`config.mk`:
```
export PLATFORM = sky130hd
export DESIGN_NAME = jabber_watchdog
export DESIGN_NICKNAME = d
export VERILOG_FILES = /design/src/rtl/jab_pkg.sv /design/src/rtl/jab_tick_counter.sv /design/src/rtl/jab_state_ctl.sv /design/src/rtl/jabber_watchdog.sv
export SDC_FILE = /design/constraint.sdc
export NUM_CORES = 1
export LEC_CHECK = 0
export BUFFER_PORTS_ARGS = -buffer_cell sky130_fd_sc_hd__buf_4
export CAP_MARGIN = 15
export CORE_MARGIN = 2
export CORE_UTILIZATION = 24
export CTS_BUF_LIST = sky130_fd_sc_hd__clkbuf_16
export DETAILED_ROUTE_END_ITERATION = 7
export PLACE_DENSITY = 0.47
export SLEW_MARGIN = 10
export SYNTH_ARGS = -nofsm -noshare
export SYNTH_HDL_FRONTEND = slang
export SYNTH_SLANG_ARGS = --single-unit
```
`constraint.sdc`:
```
create_clock -name clk -period 3.2 [get_ports clk]
set_input_delay 0.64 -clock clk [delete_from_list [all_inputs] [get_ports clk]]
set_output_delay 0.64 -clock clk [all_outputs]
set_load 0.1 [all_outputs]
```
`src/rtl/jab_pkg.sv`:
```
package jab_pkg;
  typedef enum logic {
    JS_RUN     = 1'b0,
    JS_TRIPPED = 1'b1
  } jab_state_e;
endpackage

```
`src/rtl/jab_tick_counter.sv`:
```
// Counts qualified ticks; flags the last count before the limit.
module jab_tick_counter #(
  parameter int unsigned LIMIT = 4,
  localparam int unsigned W = (LIMIT > 1) ? $clog2(LIMIT) : 1
) (
  input  logic clk,
  input  logic rst_n,
  input  logic clr,
  input  logic inc,
  output logic last
);
  logic [W-1:0] count_q;

  assign last = (count_q == W'(LIMIT - 1));

  always_ff @(posedge clk) begin
    if (!rst_n || clr) begin
      count_q <= '0;
    end else if (inc) begin
      count_q <= last ? '0 : count_q + 1'b1;
    end
  end
endmodule

```
`src/rtl/jab_state_ctl.sv`:
```
// Two-state trip control.
module jab_state_ctl
  import jab_pkg::*;
(
  input  logic clk,
  input  logic rst_n,
  input  logic tick,
  input  logic tx_en,
  input  logic jab_last,
  input  logic unjab_last,
  output logic tripped
);
  jab_state_e state_q, state_d;

  always_comb begin
    state_d = state_q;
    unique case (state_q)
      JS_RUN:     if (tx_en && tick && jab_last) state_d = JS_TRIPPED;
      JS_TRIPPED: if (!tx_en && tick && unjab_last) state_d = JS_RUN;
      default:    state_d = JS_RUN;
    endcase
  end

  always_ff @(posedge clk) begin
    if (!rst_n) state_q <= JS_RUN;
    else        state_q <= state_d;
  end

  assign tripped = (state_q == JS_TRIPPED);
endmodule

```
`src/rtl/jabber_watchdog.sv`:
```
module jabber_watchdog #(
  parameter int unsigned JAB_TICKS   = 26000,
  parameter int unsigned UNJAB_TICKS = 750000
) (
  input  logic clk,
  input  logic rst_n,
  input  logic tick,
  input  logic tx_en,
  output logic tx_gate,
  output logic jabber
);
  logic tripped;
  logic jab_last, unjab_last;
  logic jab_clr, jab_inc, unjab_clr, unjab_inc;

  // Transmit-length timer: runs only while not tripped and tx_en is high.
  assign jab_clr = !tx_en || tripped;
  assign jab_inc = tick && tx_en && !tripped;

  // Quiet timer: runs only while tripped and tx_en is low.
  assign unjab_clr = tx_en || !tripped;
  assign unjab_inc = tick && !tx_en && tripped;

  jab_tick_counter #(.LIMIT(JAB_TICKS)) u_jab_cnt (
    .clk(clk), .rst_n(rst_n), .clr(jab_clr), .inc(jab_inc), .last(jab_last)
  );

  jab_tick_counter #(.LIMIT(UNJAB_TICKS)) u_unjab_cnt (
    .clk(clk), .rst_n(rst_n), .clr(unjab_clr), .inc(unjab_inc), .last(unjab_last)
  );

  jab_state_ctl u_ctl (
    .clk(clk), .rst_n(rst_n), .tick(tick), .tx_en(tx_en),
    .jab_last(jab_last), .unjab_last(unjab_last), .tripped(tripped)
  );

  assign jabber  = tripped;
  assign tx_gate = !tripped;
endmodule

```
==> out/qor.yml, run 1 <==
total_power_mw: 0.922
yosys.cell_count.top_type: "dfxtp_1"
cp_max_fo: 15
arrival_ns: 2.18
setup_ws_ns: 1.16
synth_area_um2: 1800
cp-startpoint: "u_jab_cnt.count_q[11]"
clk_pin_slew_ns: 0.05
hp-class: "reg2reg"
dieWidth_um: 90.5
synth_ff_type: "dfxtp_1"
ys_types: 39
yosys_warnings: 0
ant_nets: 0
boundaryPins: 6
cts-root-buf: "clkbuf_16"
r2r_setup_slack_ns: 1.16
die_h_um: 90.5
rr_endpoint: "u_jab_cnt.count_q[13]"
grt_pass1_vias: 1432
insertion_delay_ns: 0.28
clk_path_buf_depth: 2
initial_core_util: 0.248
dieArea_um2: 8190
wl_per_cell_um: 12.3
syn_nets: 215
slew_headroom: 0.583
grt_max_degree: 17
cts_tree: "done"
antenna_found_initial: 0
synthTopCellsByCount: "dfxtp_1, nor2_1, xnor2_1"
fmax_mhz: 489
worstSetupStartpointType: "flop"
rsz0062_at_grt: "false"
tightest_slew_ns: 0.626
timing.rr.start: "u_jab_cnt.count_q[11]"
fin_crit_sh: 0.638
crit_end: "u_jab_cnt.count_q[13]"
synth_area_leaders: "dfxtp_1, xnor2_1, nor2_1"
vdd_drop_max_mv: 0.225
min_path_cells: 2
drv_slew: 0
endpoint_kind: "flop"
synth_top_area_cell: "dfxtp_1"
cts_buffers: 5
synthCells: 209
drcViolationCount: 0
io_buffers: 5
reg2regPathDepth: 4
cts_sinks: 36
fin_crit_ns: 2.04
pre_cts_ws_ns: 0.856
cts_resized: 0
area_delta_synth_final_pct: 14.8
synth_edf_count: 0
antennaDiodeCount: 0
drtIter0Drc: 45
outcome: "complete, no violations"
dr.pass1.iters: 4
synth_top_area_share: 0.401
cts_setup_buffers: 0
htree_levels: 2
finalNetCount: 220
grt_overflow: 0
hold_violations: 0
max_cap_violations: 0
async_flop_share: 0
crit_required_ns: 3.34
grt_pass1_wl_um: 6880
setup_tns_ns: 0
crit_type: "reg2reg"
skew_ns: 0.00381
seq_area_um2: 721
dp_hpwl_um: 2710
core_region_area_um2: 7250
cts_hold_buf: 0
synth_seq_cells: 36
avgViaCountPerCell: 4.73
multi_input_area_um2: 1000
drive_gt1_frac: 0.0977
rows: 31
gp_congestion: 0.757
gr-usage-all-layers: 0.103
power_density_nw_per_um2: 448
yosysSeqAreaShare: 0.401
fill_cells: 805
synth_area_per_cell_um2: 8.59
power.leakage_nw: 0.588
vias: 1484
wirelength_um: 3870
finalSetupViolCount: 0
## layer usage
metal	vias up	share of wire	GRT usage
li1	770	-	-
met1	698	0.52	0.137
met2	12	0.45	0.154
met3	4	0.020	0.0284
met4	0	0.0090	0.0462
met5	-	0	0
## how the worst min path moves through the flow
stage	from	to	slack (ns)
2_1_floorplan	u_jab_cnt.count_q[14]	u_jab_cnt.count_q[14]	0.45
3_3_place_gp	u_jab_cnt.count_q[14]	u_jab_cnt.count_q[14]	0.46
3_5_place_dp	u_jab_cnt.count_q[14]	u_jab_cnt.count_q[14]	0.47
4_1_cts	u_jab_cnt.count_q[14]	u_jab_cnt.count_q[14]	0.48
5_1_grt	u_jab_cnt.count_q[14]	u_jab_cnt.count_q[14]	0.50
6_report	u_unjab_cnt.count_q[17]	u_unjab_cnt.count_q[17]	0.48
## sequential cells by signal, summed over array words and instances (netlist names)
name and flops:
u_unjab_cnt.count_q 20, u_ctl.tripped 1, u_jab_cnt.count_q 15
## cells in the final DEF (no fill, tap or decap), types with 2 or more instances in the layout
cell,netlist,layout
or3_1,8,8
or4b_2,2,2
o31ai_1,4,4
nor4_1,12,12
nand3_1,9,9
and3_1,5,5
a21oi_1,10,10
inv_1,8,10
o21ai_0,5,5
xnor2_1,15,15
nor2_1,27,27
xor2_1,7,7
nand4_1,11,11
clkbuf_16,0,5
or4_1,5,5
dfxtp_1,36,36
nand2_1,9,9
ha_1,2,2
or2_2,3,3
buf_4,0,6
nor3_1,7,7
## cells by family (layout without fill, tap and decap cells)
logic type	Yosys count	count (layout)	synth area share
simple gates	107	107	0.338
flops	36	36	0.401
compound gates	26	26	0.100
xor+xnor	22	22	0.107
buf+inv	16	22	0.0390
fa+ha+maj	2	2	0.0139
## power breakdown
group	total (mW)	switching, mW	internal (mW)
logic	0.0153	0.00850	0.00676
clock network	0.457	0.177	0.280
registers	0.451	0.00117	0.449
total	0.922	0.186	0.736
## through the flow
stage                     hold slack, ns  instances  cell area (µm²)   util
final                              0.481        314             2060  0.284
after global routing               0.499        314             2060  0.284
after CTS                          0.480        314             2060  0.284
after detailed placement           0.472        306             1920  0.265
after global placement             0.457        306             1920  0.265
after floorplan                    0.446        209             1800      -
## layout make-up
class                      count  area share
multi-input combinational    157       0.488
sequential                    36       0.350
clock buffer                   5      0.0607
tap                           99      0.0601
timing repair buffer           6      0.0219
inverter                       8      0.0146
clock inverter                 3     0.00546
## critical path: stages, from the launching register on
cell and delay (ns):
dfxtp_1 0.35, nand4bb_1 0.19, or4b_2 0.70, o31ai_4 0.55, nor2_1 0.11
(Power assumes the default switching activity.)
==> inputs of run 2 (changes only) <==
--- a/config.mk
+++ b/config.mk
@@ -11,7 +11,7 @@
 export CORE_UTILIZATION = 24
 export CTS_BUF_LIST = sky130_fd_sc_hd__clkbuf_16
 export DETAILED_ROUTE_END_ITERATION = 7
-export PLACE_DENSITY = 0.47
+export PLACE_DENSITY = 0.48
 export SLEW_MARGIN = 10
 export SYNTH_ARGS = -nofsm -noshare
 export SYNTH_HDL_FRONTEND = slang
==> constraint.sdc (replaced) <==
create_clock -name clk -period 1.69 [get_ports clk]
set_input_delay 0.338 -clock clk [delete_from_list [all_inputs] [get_ports clk]]
set_output_delay 0.338 -clock clk [all_outputs]
set_load 0.1 [all_outputs]
==> out/qor.yml, run 2 (synthesized netlist as in run 1, its figures left out) <==
boundaryPins: 6  # unchanged
clk_path_buf_depth: 2  # unchanged
vdd_drop_max_mv: 0.446  # +99%
min_from: "rst_n"
slew_headroom: 0.792  # +0.209
cts-root-buf: "clkbuf_16"
tightest_slew_ns: 0.309  # -0.316 ns
wl_per_cell_um: 12.4  # +0.44%
worstSetupStartpointType: "flop"
multi_input_area_um2: 1090  # +8.7%
drv_slew: 0  # unchanged
gp_congestion: 0.770  # +1.7%
fin_crit_sh: 0.975  # +0.336
max_stage_delay_ns: 0.53  # -0.17 ns
avgViaCountPerCell: 4.65  # -1.6%
io_buffers: 5  # unchanged
post_dp_cell_area_um2: 2250  # +17%
initial_core_util: 0.248  # unchanged
grt_max_degree: 13  # -4
finalSetupViolCount: 0  # unchanged
hold_violations: 0  # unchanged
largest_reg_flops: 20  # unchanged
setup_tns_ns: 0  # unchanged
reg2regPathDepth: 5  # +1
cts_sinks: 36  # unchanged
skew_ns: 0.00556  # +0.00175 ns
rows: 31  # unchanged
timing.rr.start: "u_unjab_cnt.count_q[1]"
clk_pin_slew_ns: 0.06  # about the same
cp_cell_sequence: "ha_4 > nand3_2 > or4_4 > or3_4 > a21oi_2"
outcome: "complete, no violations"
min_path_cells: 2  # unchanged
hp-class: "in2reg"
drtIter0Drc: 34  # -24%
stdcell_area_um2: 2510  # +22%
fin_crit_ns: 1.65  # -0.396 ns
area_delta_synth_final_pct: 39.6
endpoint_kind: "flop"
core_region_area_um2: 7250  # unchanged
power_density_nw_per_um2: 771  # +72%
fill_cells: 780  # -3.1%
final_cell_mix: "buf_4, dfxtp_1, nor2_1"
finalNetCount: 261  # +19%
arrival_ns: 1.86  # -0.32 ns
max_cap_violations: 0  # unchanged
dieWidth_um: 90.5  # unchanged
power.leakage_nw: 0.834  # +42%
insertion_delay_ns: 0.28  # about the same
rr_endpoint: "u_unjab_cnt.count_q[18]"
grt_pass1_vias: 1670  # +17%
grt_pass1_wl_um: 7590  # +10%
die_h_um: 90.5  # unchanged
final_common_cell: "buf_4"
critPathSlowestCell: "or4_4"
cts_buffers: 5  # unchanged
ant_nets: 0  # unchanged
antennaDiodeCount: 0  # unchanged
htree_levels: 2  # unchanged
crit_required_ns: 1.91  # -1.43 ns
r2r_setup_slack_ns: 0.04  # -1.11 ns
seq_area_um2: 732  # +1.6%
hold_end: "u_ctl.tripped"
fmax_mhz: 607  # +24%
antenna_found_initial: 0  # unchanged
crit_type: "reg2reg"
dr.pass1.iters: 4  # unchanged
vias: 1651  # +11%
dp_hpwl_um: 3170  # +17%
wirelength_um: 4400  # +14%
cp_max_fo: 6  # -9
grt_overflow: 0  # unchanged
dieArea_um2: 8190  # unchanged
cts_tree: "done"
drcViolationCount: 0  # unchanged
largest-register: "u_unjab_cnt.count_q"
gr-usage-all-layers: 0.114  # +0.0114
drive_gt1_frac: 0.332  # +0.234
[run 2: changes by cell type in the layout (fill, tap and decap cells not counted), sizes merged]
cell      before  now
buf            6   47
bufinv         0    1
clkinvlp       0    1
inv           10    8
[run 2: per-stage QoR]
stage          setup slack, ns   util  power (mW)  hold slack [ns]  std cells
3_5_place_dp           -0.0560  0.310       0.910            0.465        346
4_1_cts                0.00345  0.336        1.97            0.316        354
6_report                0.0424  0.346        1.93            0.322        355
5_1_grt                -0.0174  0.346        2.02            0.321        355
3_3_place_gp           -0.0430  0.310       0.909            0.467        346
2_1_floorplan           -0.147      -       0.889            0.446        209
[run 2: worst max-delay path, delay by kind of cell (launching register included)]
family | cells | cell delay [ns]
compound gates | 1 | 0.12
simple gates | 3 | 0.97
fa+ha+maj | 1 | 0.14
flops | 1 | 0.35
[run 2: worst max path at each step]
stage / from / to / slack, ns
floorplan: u_ctl.tripped / u_jab_cnt.count_q[6] / -0.15
global placement: u_unjab_cnt.count_q[10] / u_unjab_cnt.count_q[1] / -0.04
detailed placement: u_unjab_cnt.count_q[10] / u_unjab_cnt.count_q[1] / -0.06
CTS: u_unjab_cnt.count_q[18] / u_unjab_cnt.count_q[1] / 0.003
global route: u_unjab_cnt.count_q[1] / u_unjab_cnt.count_q[18] / -0.02
finish: u_unjab_cnt.count_q[1] / u_unjab_cnt.count_q[18] / 0.04
[run 2: layer usage]
metal,routed length (µm),track usage
met5,0,0
met2,2090,0.190
met1,2120,0.135
met4,97,0.0577
met3,92,0.0292
[run 2: cell type report]
cell class              instances  share of cell area
clock buffers                   5              0.0499
flip-flops and latches         36               0.292
clock inverters                 3              0.0155
well taps                      99              0.0494
inverters                       8              0.0135
multi-input cells             157               0.436
repair buffers                 47               0.144
[run 2: report_power, final]
group | switching [mW] | internal (mW)
clock network | 0.351 | 0.687
logic | 0.0207 | 0.0223
registers | 0.00132 | 0.849
total | 0.373 | 1.56
[run 2: what timing repair did]
item                       CTS  global route
hold buffers                 0             0
pin swaps                    6             5
resized for setup            6            15
setup endpoints to repair   21            25
setup buffers                0             1
cloned                       0             0
==> inputs of run 3 (changes only) <==
--- a/config.mk
+++ b/config.mk
@@ -5,13 +5,14 @@
 export SDC_FILE = /design/constraint.sdc
 export NUM_CORES = 1
 export LEC_CHECK = 0
+export ABC_AREA = 1
 export BUFFER_PORTS_ARGS = -buffer_cell sky130_fd_sc_hd__buf_4
 export CAP_MARGIN = 15
 export CORE_MARGIN = 2
 export CORE_UTILIZATION = 24
 export CTS_BUF_LIST = sky130_fd_sc_hd__clkbuf_16
 export DETAILED_ROUTE_END_ITERATION = 7
-export PLACE_DENSITY = 0.48
+export PLACE_DENSITY = 0.47
 export SLEW_MARGIN = 10
 export SYNTH_ARGS = -nofsm -noshare
 export SYNTH_HDL_FRONTEND = slang
==> constraint.sdc (replaced) <==
create_clock -name clk -period 1.98 [get_ports clk]
set_input_delay 0.099 -clock clk [delete_from_list [all_inputs] [get_ports clk]]
set_output_delay 0.099 -clock clk [all_outputs]
set_load 0.1 [all_outputs]
==> out/qor.yml, run 3 <==
synth_ff_type: "dfxtp_1"
final_common_cell: "nand2_1"
synthSimpleGateAreaFrac: 0.445  # +0.107
clk_path_buf_depth: 2  # unchanged
largest_reg_flops: 20  # unchanged
syn_nets: 298  # +39%
fin_crit_ns: 1.55  # -0.0969 ns
htree_levels: 2  # unchanged
gr-usage-all-layers: 0.103  # -0.0113
muxShareOfSynthArea: 0.00496  # +0.00496
grt_pass1_wl_um: 7190  # -5.3%
gp_congestion: 0.778  # +1.0%
setup_ws_ns: 0.429  # +0.387 ns
die_h_um: 95.7  # +5.7%
grt_pass1_vias: 1559  # -6.6%
grt_max_degree: 12  # -1
vias: 1747  # +5.8%
total_power_mw: 1.50  # -22%
fill_cells: 888  # +14%
yosysSeqAreaShare: 0.357  # -0.0441
p_comb_frac: 0.022  # about the same
fmax_mhz: 645  # +6.2%
dieWidth_um: 95.7  # +5.7%
async_flop_share: 0  # unchanged
yosys_warnings: 0  # unchanged
endpoint_kind: "flop"
setup_tns_ns: 0  # unchanged
hold_violations: 0  # unchanged
finalSetupViolCount: 0  # unchanged
synth_top_area_cell: "dfxtp_1"
post_dp_cell_area_um2: 2190  # -2.4%
crit_required_ns: 2.13  # +0.22 ns
rsz0062_at_grt: "false"
synth-adder-area-share: 0.0124  # -0.00153
cts_tree: "done"
cts_buffers: 5  # unchanged
cts_setup_buffers: 0  # unchanged
clkPwrFrac: 0.493  # -0.045
worstSetupStartpointType: "flop"
p_seq_frac: 0.485  # +0.045
synth_compound_area_frac: 0.0391  # -0.0613
grt_overflow: 0  # unchanged
area_delta_synth_final_pct: 15.4
cp-startpoint: "u_unjab_cnt.count_q[0]"
dr.pass1.iters: 5  # +1
pre_cts_ws_ns: 0.403  # +0.459 ns
drive_gt1_frac: 0.102  # -0.230
synthTopCellsByCount: "nand2_1, nor2_1, inv_1"
p_sw_mw: 0.311  # -17%
io_buffers: 5  # unchanged
crit_type: "reg2reg"
final_cell_mix: "nand2_1, nor2_1, inv_1"
hp-class: "in2reg"
swShare: 0.207  # +0.0141
ant_nets: 0  # unchanged
power.leakage_nw: 0.857  # +2.8%
max_stage_delay_ns: 0.38  # -0.15 ns
synth_top_area_share: 0.357  # -0.0441
antenna_found_initial: 0  # unchanged
critPathSlowestCell: "dfxtp_1"
cts_hold_buf: 0  # unchanged
synth_edf_count: 0  # unchanged
wirelength_um: 4230  # -3.8%
synth_area_leaders: "dfxtp_1, nand2_1, nor2_1"
stdcell_area_um2: 2330  # -7.1%
antennaDiodeCount: 0  # unchanged
min_from: "rst_n"
rows: 33  # +6.5%
synth_area_um2: 2020  # +12%
arrival_ns: 1.70  # -0.16 ns
cts_sinks: 36  # unchanged
max_cap_violations: 0  # unchanged
drcViolationCount: 0  # unchanged
drv_slew: 0  # unchanged
avgViaCountPerCell: 4.27  # -8.2%
initial_core_util: 0.247  # -0.000832
drtIter0Drc: 79  # +130%
dieArea_um2: 9150  # +12%
ys_types: 32  # -18%
wl_per_cell_um: 10.3  # -16%
tightest_slew_ns: 0.458  # +0.149 ns
dp_hpwl_um: 3240  # +2.1%
synth_xor_area_frac: 0.0651  # -0.0422
fin_crit_sh: 0.783  # -0.192
cp_cell_sequence: "ha_1 > nand3_1 > nor2_1 > nand3_1 > nand2_1 > nor2_1"
finalNetCount: 310  # +19%
outcome: "complete, no violations"
boundaryPins: 6  # unchanged
clk_pin_slew_ns: 0.05  # about the same
core_region_area_um2: 8180  # +13%
skew_ns: 0.00543  # -0.000128 ns
insertion_delay_ns: 0.28  # about the same
power_density_nw_per_um2: 644  # -16%
slew_headroom: 0.694  # -0.0983
synthCells: 292  # +40%
vdd_drop_max_mv: 0.232  # -48%
finish.utilization: 0.285  # -0.0609
cts_resized: 0  # -6
largest-register: "u_unjab_cnt.count_q"
synth_top_family_by_area: "simple AND/OR/NAND/NOR gates"
synth_seq_cells: 36  # unchanged
p_int_mw: 1.19  # -24%
cp_max_fo: 11  # +5
cts-root-buf: "clkbuf_16"
timing.rr.start: "u_unjab_cnt.count_q[0]"
synth_area_per_cell_um2: 6.91  # -20%
yosys.cell_count.top_type: "nand2_1"
==> run 3: cell types whose count changed in the layout (fill, tap and decap cells not counted), sizes merged, moves of 8 or more <==
| cell | change |
|---|---|
| xnor2 | -11 |
| nor2 | +39 |
| nand3 | +24 |
| inv | +31 |
| or3 | -8 |
| nand2 | +58 |
| nor4 | -11 |
| a21oi | -9 |
| buf | -41 |
==> run 3: layer usage <==
metal  global-route usage  part of all wire
met3               0.0308             0.032
met2                0.159              0.45
met4               0.0357            0.0061
met5                    0                 0
met1                0.136              0.51
==> run 3: path summary, 6_finish.rpt <==
path,to,slack [ns],depth (start not counted)
worst max-delay path,u_unjab_cnt.count_q[12],0.43,6
worst min-delay path,u_ctl.tripped,0.16,3
worst min register to register,u_jab_cnt.count_q[2],0.52,2
worst max register to register,u_unjab_cnt.count_q[12],0.43,6
==> run 3: per-stage QoR <==
step | hold WS (ns) | std cells
after detailed placement | 0.445 | 402
after floorplan | 0.267 | 292
final | 0.161 | 409
after CTS | 0.161 | 409
after global routing | 0.181 | 409
after global placement | 0.439 | 402
==> run 3: final cells by class <==
type                       count  area [µm²]  area share
tap                          105         131      0.0565
clock buffer                   5         125      0.0538
timing repair buffer           6        45.0      0.0194
inverter                      39         150      0.0645
multi-input combinational    216        1140       0.491
sequential                    36         724       0.311
clock inverter                 2        8.76     0.00376
==> run 3: power groups by stage <==
stage	clock, mW	sequential [mW]	combinational (mW)
6_report	0.739	0.726	0.0334
5_1_grt	0.792	0.726	0.0373
4_1_cts	0.766	0.726	0.0341
3_5_place_dp	0	0.742	0.0338
3_3_place_gp	0	0.742	0.0335
2_1_floorplan	0	0.742	0.0195
==> run 3: critical path: cells and delay by family (launching register included) <==
family | cells | cell delay [ns]
adders and majority gates | 1 | 0.19
DFF | 1 | 0.38
and+or+nand+nor | 5 | 0.84
==> run 3: cell families after synthesis <==
group / count (synthesis)
AOI/OAI and AO/OA: 12
xor gates and xnor gates: 15
adders and majority gates: 2
buffers and inverters: 40
DFF: 36
muxes: 1
and+or+nand+nor: 186
